--- src/rtl/int_alu_pkg.sv ---
package int_alu_pkg;
  typedef enum logic [3:0] {
    OP_ADD   = 4'd0,  OP_ADDU  = 4'd1,  OP_SUB  = 4'd2,  OP_SUBU  = 4'd3,
    OP_AND   = 4'd4,  OP_OR    = 4'd5,  OP_SLL  = 4'd6,  OP_SRL   = 4'd7,
    OP_SLT   = 4'd8,  OP_SLTU  = 4'd9,  OP_ADDI = 4'd10, OP_ADDIU = 4'd11,
    OP_ANDI  = 4'd12, OP_ORI   = 4'd13, OP_SLTI = 4'd14, OP_SLTIU = 4'd15
  } alu_op_e;

  typedef enum logic [2:0] {
    SEL_ARITH, SEL_AND, SEL_OR, SEL_SLL, SEL_SRL, SEL_LTS, SEL_LTU
  } res_sel_e;

  typedef struct packed {
    logic     use_imm;
    logic     imm_signed;
    logic     sub;
    logic     trap;
    res_sel_e sel;
  } alu_ctrl_t;
endpackage

--- src/rtl/alu_imm_ext.sv ---
module alu_imm_ext #(
  parameter int XLEN  = 32,
  parameter int IMM_W = 16
) (
  input  logic [IMM_W-1:0] imm_i,
  input  logic             signed_i,
  output logic [XLEN-1:0]  imm_o
);
  localparam int PAD_W = XLEN - IMM_W;
  logic fill;
  assign fill  = signed_i & imm_i[IMM_W-1];
  assign imm_o = {{PAD_W{fill}}, imm_i};
endmodule

--- src/rtl/alu_addsub.sv ---
module alu_addsub #(
  parameter int XLEN = 32
) (
  input  logic [XLEN-1:0] a_i,
  input  logic [XLEN-1:0] b_i,
  input  logic            sub_i,
  output logic [XLEN-1:0] sum_o,
  output logic            ovf_o,
  output logic            lt_s_o,
  output logic            lt_u_o
);
  localparam int MSB = XLEN - 1;
  logic [XLEN-1:0] b_eff;
  logic [XLEN:0]   full;

  assign b_eff = sub_i ? ~b_i : b_i;
  assign full  = {1'b0, a_i} + {1'b0, b_eff} + {{XLEN{1'b0}}, sub_i};
  assign sum_o = full[MSB:0];
  // same-sign inputs, different-sign result
  assign ovf_o  = (a_i[MSB] == b_eff[MSB]) && (full[MSB] != a_i[MSB]);
  // valid only while subtracting
  assign lt_s_o = full[MSB] ^ ovf_o;
  assign lt_u_o = ~full[XLEN];
endmodule

--- src/rtl/alu_shift.sv ---
module alu_shift #(
  parameter int XLEN = 32,
  parameter int SHW  = $clog2(XLEN)
) (
  input  logic [XLEN-1:0] a_i,
  input  logic [SHW-1:0]  amt_i,
  output logic [XLEN-1:0] sll_o,
  output logic [XLEN-1:0] srl_o
);
  logic [XLEN-1:0] l_st [SHW+1];
  logic [XLEN-1:0] r_st [SHW+1];

  assign l_st[0] = a_i;
  assign r_st[0] = a_i;

  for (genvar s = 0; s < SHW; s++) begin : g_stage
    localparam int D = 2 ** s;
    assign l_st[s+1] = amt_i[s] ? {l_st[s][XLEN-1-D:0], {D{1'b0}}} : l_st[s];
    assign r_st[s+1] = amt_i[s] ? {{D{1'b0}}, r_st[s][XLEN-1:D]}    : r_st[s];
  end

  assign sll_o = l_st[SHW];
  assign srl_o = r_st[SHW];
endmodule

--- src/rtl/int_alu.sv ---
module int_alu
  import int_alu_pkg::*;
#(
  parameter int XLEN  = 32,
  parameter int IMM_W = 16,
  parameter int SHW   = $clog2(XLEN)
) (
  input  logic [3:0]       op_i,
  input  logic [XLEN-1:0]  a_i,
  input  logic [XLEN-1:0]  b_i,
  input  logic [IMM_W-1:0] imm_i,
  input  logic [SHW-1:0]   shamt_i,
  output logic [XLEN-1:0]  result_o,
  output logic             ovf_o,
  output logic             zero_o
);
  alu_ctrl_t       ctrl;
  logic [XLEN-1:0] imm_ext, opnd_b, sum, sll_res, srl_res;
  logic            add_ovf, lt_s, lt_u;

  always_comb begin
    ctrl = '{use_imm: 1'b0, imm_signed: 1'b0, sub: 1'b0, trap: 1'b0, sel: SEL_ARITH};
    unique case (alu_op_e'(op_i))
      OP_ADD:   ctrl.trap = 1'b1;
      OP_ADDU:  ;
      OP_SUB:   begin ctrl.sub = 1'b1; ctrl.trap = 1'b1; end
      OP_SUBU:  ctrl.sub = 1'b1;
      OP_AND:   ctrl.sel = SEL_AND;
      OP_OR:    ctrl.sel = SEL_OR;
      OP_SLL:   ctrl.sel = SEL_SLL;
      OP_SRL:   ctrl.sel = SEL_SRL;
      OP_SLT:   begin ctrl.sub = 1'b1; ctrl.sel = SEL_LTS; end
      OP_SLTU:  begin ctrl.sub = 1'b1; ctrl.sel = SEL_LTU; end
      OP_ADDI:  begin ctrl.use_imm = 1'b1; ctrl.imm_signed = 1'b1; ctrl.trap = 1'b1; end
      OP_ADDIU: begin ctrl.use_imm = 1'b1; ctrl.imm_signed = 1'b1; end
      OP_ANDI:  begin ctrl.use_imm = 1'b1; ctrl.sel = SEL_AND; end
      OP_ORI:   begin ctrl.use_imm = 1'b1; ctrl.sel = SEL_OR; end
      OP_SLTI:  begin ctrl.use_imm = 1'b1; ctrl.imm_signed = 1'b1;
                      ctrl.sub = 1'b1; ctrl.sel = SEL_LTS; end
      OP_SLTIU: begin ctrl.use_imm = 1'b1; ctrl.imm_signed = 1'b1;
                      ctrl.sub = 1'b1; ctrl.sel = SEL_LTU; end
      default:  ;
    endcase
  end

  alu_imm_ext #(.XLEN(XLEN), .IMM_W(IMM_W)) u_ext (
    .imm_i(imm_i), .signed_i(ctrl.imm_signed), .imm_o(imm_ext)
  );

  assign opnd_b = ctrl.use_imm ? imm_ext : b_i;

  alu_addsub #(.XLEN(XLEN)) u_addsub (
    .a_i(a_i), .b_i(opnd_b), .sub_i(ctrl.sub),
    .sum_o(sum), .ovf_o(add_ovf), .lt_s_o(lt_s), .lt_u_o(lt_u)
  );

  alu_shift #(.XLEN(XLEN), .SHW(SHW)) u_shift (
    .a_i(a_i), .amt_i(shamt_i), .sll_o(sll_res), .srl_o(srl_res)
  );

  always_comb begin
    unique case (ctrl.sel)
      SEL_AND: result_o = a_i & opnd_b;
      SEL_OR:  result_o = a_i | opnd_b;
      SEL_SLL: result_o = sll_res;
      SEL_SRL: result_o = srl_res;
      SEL_LTS: result_o = {{(XLEN-1){1'b0}}, lt_s};
      SEL_LTU: result_o = {{(XLEN-1){1'b0}}, lt_u};
      default: result_o = sum;
    endcase
  end

  assign ovf_o  = ctrl.trap & add_ovf;
  assign zero_o = ~|result_o;
endmodule

--- config.mk ---
export PLATFORM = sky130hd
export DESIGN_NAME = int_alu
export DESIGN_NICKNAME = d
export VERILOG_FILES = /design/src/rtl/int_alu_pkg.sv /design/src/rtl/alu_imm_ext.sv /design/src/rtl/alu_addsub.sv /design/src/rtl/alu_shift.sv /design/src/rtl/int_alu.sv
export SDC_FILE = /design/constraint.sdc
export NUM_CORES = 1
export LEC_CHECK = 0
export ABC_AREA = 0
export CAP_MARGIN = 10
export CORE_MARGIN = 3
export CORE_UTILIZATION = 57
export DETAILED_ROUTE_END_ITERATION = 8
export PLACE_DENSITY = 0.8
export SLEW_MARGIN = 20
export SYNTH_ARGS = -nofsm -noshare
export SYNTH_HDL_FRONTEND = slang
export SYNTH_SLANG_ARGS = --single-unit
--- constraint.sdc ---
create_clock -name vclk -period 11.24
set_input_delay 2.248 -clock vclk [all_inputs]
set_output_delay 2.248 -clock vclk [all_outputs]
set_load 0.01 [all_outputs]
==> results by stage <==
Power:
- The switching fraction of total power is 0.589.
- The internal power of the cells totals 0.280 mW.
- The peak ir drop on the vdd network is 0.0557 mV.
- The combinational fraction of design power is 1.000.
- The total power density per cell area is 77.8 nW/µm².
- The clock share of power is 0.
- The net switching component of the power is 0.401 mW.
- The sequential group share of total power is 0.
- The static power due to leakage is 3.37 nW.

Synth:
- When the netlist entered floorplanning its net count stood at 1196.
- The unique cell type count in the Yosys netlist is 80.
- The share of synthesized area in the top cell type comes to 0.119.
- The post-synthesis instance area is 7570 µm².
- The mean area per synthesized cell is 7.04 µm².
- By count the netlist is led by sky130_fd_sc_hd__nand2_1 (107), sky130_fd_sc_hd__a21oi_1 (92), sky130_fd_sc_hd__mux2i_1 (73).
- The part of the Yosys area used for sequential elements is 0.
- The cell type with the highest aggregate area in the netlist is sky130_fd_sc_hd__mux4_2.
- The synthesized netlist cell count is 1075.
- The number of warnings reported in the yosys synthesis log is 0.
- Sorting the synthesized cells by area gives the leading types as sky130_fd_sc_hd__mux4_2 (12%), sky130_fd_sc_hd__mux2i_1 (9.7%), sky130_fd_sc_hd__a21oi_1 (6.1%).
- The most frequent cell after synthesis is sky130_fd_sc_hd__nand2_1.

Detailed routing:
- For this block, the routed nets add up to 34300 µm of wire.
- The post-detailed-route via-to-cell ratio is 7.56.
- The DRC marker count from the first detailed-route iteration is 1916.
- The total number of vias is 9736.
- Dividing the detail-routed wire length by the instance count gives 26.6 µm.
- Before antenna repair, the detailed router went through 6 iterations.
- In this run the remaining antenna-violating nets after routing total 0.
- The total DRC errors in the routed layout is 0.

Worst setup path:
- For the worst setup path, the data required time is 8.99 ns.
- The critical setup path kind is in2out.
- STA classifies the critical path endpoint as an output pin.
- The signal on the critical path passes through clkdlybuf4s50_1 -> buf_4 -> nand2b_1 -> o21ai_4 -> buf_4 -> xnor2_1 -> ha_1 -> a21oi_1 -> a21boi_0 -> o21ai_0 -> a21oi_1 -> o21ai_0 -> a2111oi_0 -> o211ai_1 -> nor4_1 -> nand4b_1 -> nor4_2 -> clkdlybuf4s50_1.
- In this run the worst path has a maximum fanout of 20.
- The delay of the slowest cell on the worst path is 0.67 ns.
- STA classifies the critical path startpoint as an input port.
- The cell with the largest stage delay on the worst path is sky130_fd_sc_hd__a2111oi_0.
- Data arrives at the worst endpoint at 8.29 ns.

Finish:
- For this run, the share of the core covered by cells in the final layout is 0.682.
- The number of inserted diodes is 0.
- The sequential cells in the finished layout cover a total of 0 µm².
- Clock buffers in the final layout number 0.
- Of the cells placed in the final design, the portion with a size suffix greater than 1 is 0.0897.
- The area growth from synthesis to final layout is 15.6%.
- The number of flip-flops and latches is 0.
- In the final design database the tool counted 1238 nets.

Global routing:
- Entering global routing, the biggest net connects 65 pins.
- For this run, the total global-route usage over all layers was measured as 0.452.
- The first global-routing pass estimated 51800 µm of wire.
- The global route total overflow is 0.
- The number of antenna violations at the first check in global routing is 0.
- The number of global-route vias before repair is 8788.

Floorplan:
- The die is 121 µm wide.
- The floorplan has 41 rows.
- The floorplan step defined a die boundary enclosing 14700 µm².
- The floorplan step defined a core boundary enclosing 12800 µm².
- The initial core utilization is 0.590.
- During I/O placement, the number of pins put on the boundary was 123.
- In this run the vertical extent of the chip is 121 µm.

Timing:
- Headroom to the max-slew limit came out at 0.322.
- Timing would allow up to 94.9 MHz.
- The post-layout minimum cycle time is 10.53 ns.
- The final worst-path cycle share is 0.937.
- The sum of negative setup slack is 0 ns.
- The count of final hold-check violations is 0.
- The number of pins exceeding their max-slew limit in the final report came to 0.
- The transition time at the pin with the least slew margin is 1.02 ns.
- The number of endpoints failing setup at the final stage is 0.
- Setup repair after global routing left no endpoint under its margin.

Clock network:
- The number of resized instances in the post-cts repair step is 0.
- Hold repair after CTS inserted 0 buffers.
- Post-CTS timing repair inserted 0 buffers for setup.

Run:
- The number of max-cap violations is 0.

Placement:
- Port buffering added 123 buffers.
- Summed over all nets, the half-perimeter wirelength after detailed placement is 27100 µm.
- Routability-driven placement finished with a final weighted congestion of 1.13.

Run status:
- The flow ran to the end, and the final reports show no timing, DRC or antenna violations.

Worst hold path:
- The worst min-delay path class is in2out.
[logic make-up after synthesis]
group	Yosys count	synth area share
buffers and inverters	137	0.0729
AND/OR/NAND/NOR	348	0.230
AO/OA/AOI/OAI	371	0.334
adder cells (fa/ha/maj)	46	0.0724
XOR/XNOR	44	0.0509
multiplexers	129	0.239
[metal layers]
layer  GRT usage  vias to the layer above  share of wire  wire length (µm)
met2       0.657                      847           0.42             14200
met1       0.640                     4503           0.38             13000
met3       0.126                      148           0.16              5450
met4       0.159                        0          0.048              1640
li1            -                     4238              -                 -
met5           0                        -              0                 0
[cell type report]
class	count	area (µm²)
tap	172	215
timing repair buffer	143	1370
fill	1165	4070
multi-input combinational	938	7040
inverter	34	128
[power by group through the flow]
stage               Clock (mW)  Combinational, mW  Sequential, mW
finish                       0              0.681               0
global route                 0              0.724               0
CTS                          0              0.657               0
detailed placement           0              0.653               0
global placement             0              0.648               0
floorplan                    0              0.427               0
[through the flow]
step	hold slack [ns]	total power [mW]	worst slack (ns)	instance area, µm²	cells
after detailed placement	5.77	0.653	0.903	8750	1287
final	5.80	0.681	0.707	8750	1287
after floorplan	4.78	0.427	1.61	7570	1075
after global routing	5.84	0.724	0.361	8750	1287
after global placement	5.81	0.648	1.03	8750	1287
after CTS	5.77	0.657	0.895	8750	1287
[critical path, delay by kind of cell]
family                   cells  cell delay, ns
AO/OA/AOI/OAI                8            2.56
buffers and inverters        4            1.85
AND/OR/NAND/NOR              4            1.07
adder cells (fa/ha/maj)      1            0.39
XOR/XNOR                     1            0.13
[placed cells by master (no fill, tap or decap), types with 13 or more instances in the layout]
master                            instances
sky130_fd_sc_hd__o22ai_1                 13
sky130_fd_sc_hd__ha_1                    31
sky130_fd_sc_hd__xnor2_1                 37
sky130_fd_sc_hd__nor2b_1                 19
sky130_fd_sc_hd__a22oi_1                 13
sky130_fd_sc_hd__nor3_1                  30
sky130_fd_sc_hd__nand2_1                107
sky130_fd_sc_hd__a21oi_1                 92
sky130_fd_sc_hd__nand3_1                 23
sky130_fd_sc_hd__mux2_2                  16
sky130_fd_sc_hd__mux2i_1                 73
sky130_fd_sc_hd__nor4_1                  13
sky130_fd_sc_hd__mux4_2                  40
sky130_fd_sc_hd__nor2_1                  65
sky130_fd_sc_hd__maj3_1                  14
sky130_fd_sc_hd__buf_4                   21
sky130_fd_sc_hd__a21o_1                  17
sky130_fd_sc_hd__o211a_1                 13
sky130_fd_sc_hd__o211ai_1                19
sky130_fd_sc_hd__inv_1                   32
sky130_fd_sc_hd__a211oi_1                22
sky130_fd_sc_hd__clkdlybuf4s50_1        120
sky130_fd_sc_hd__nand2b_1                13
sky130_fd_sc_hd__o21ai_0                 62
sky130_fd_sc_hd__nand4_1                 17
[final timing paths]
path | cells after the start | from | slack, ns | endpoint
hold / removal | 6 | shamt_i[3] | 5.80 | result_o[5]
setup / recovery | 18 | op_i[3] | 0.71 | zero_o
(Power assumes the default switching activity.)
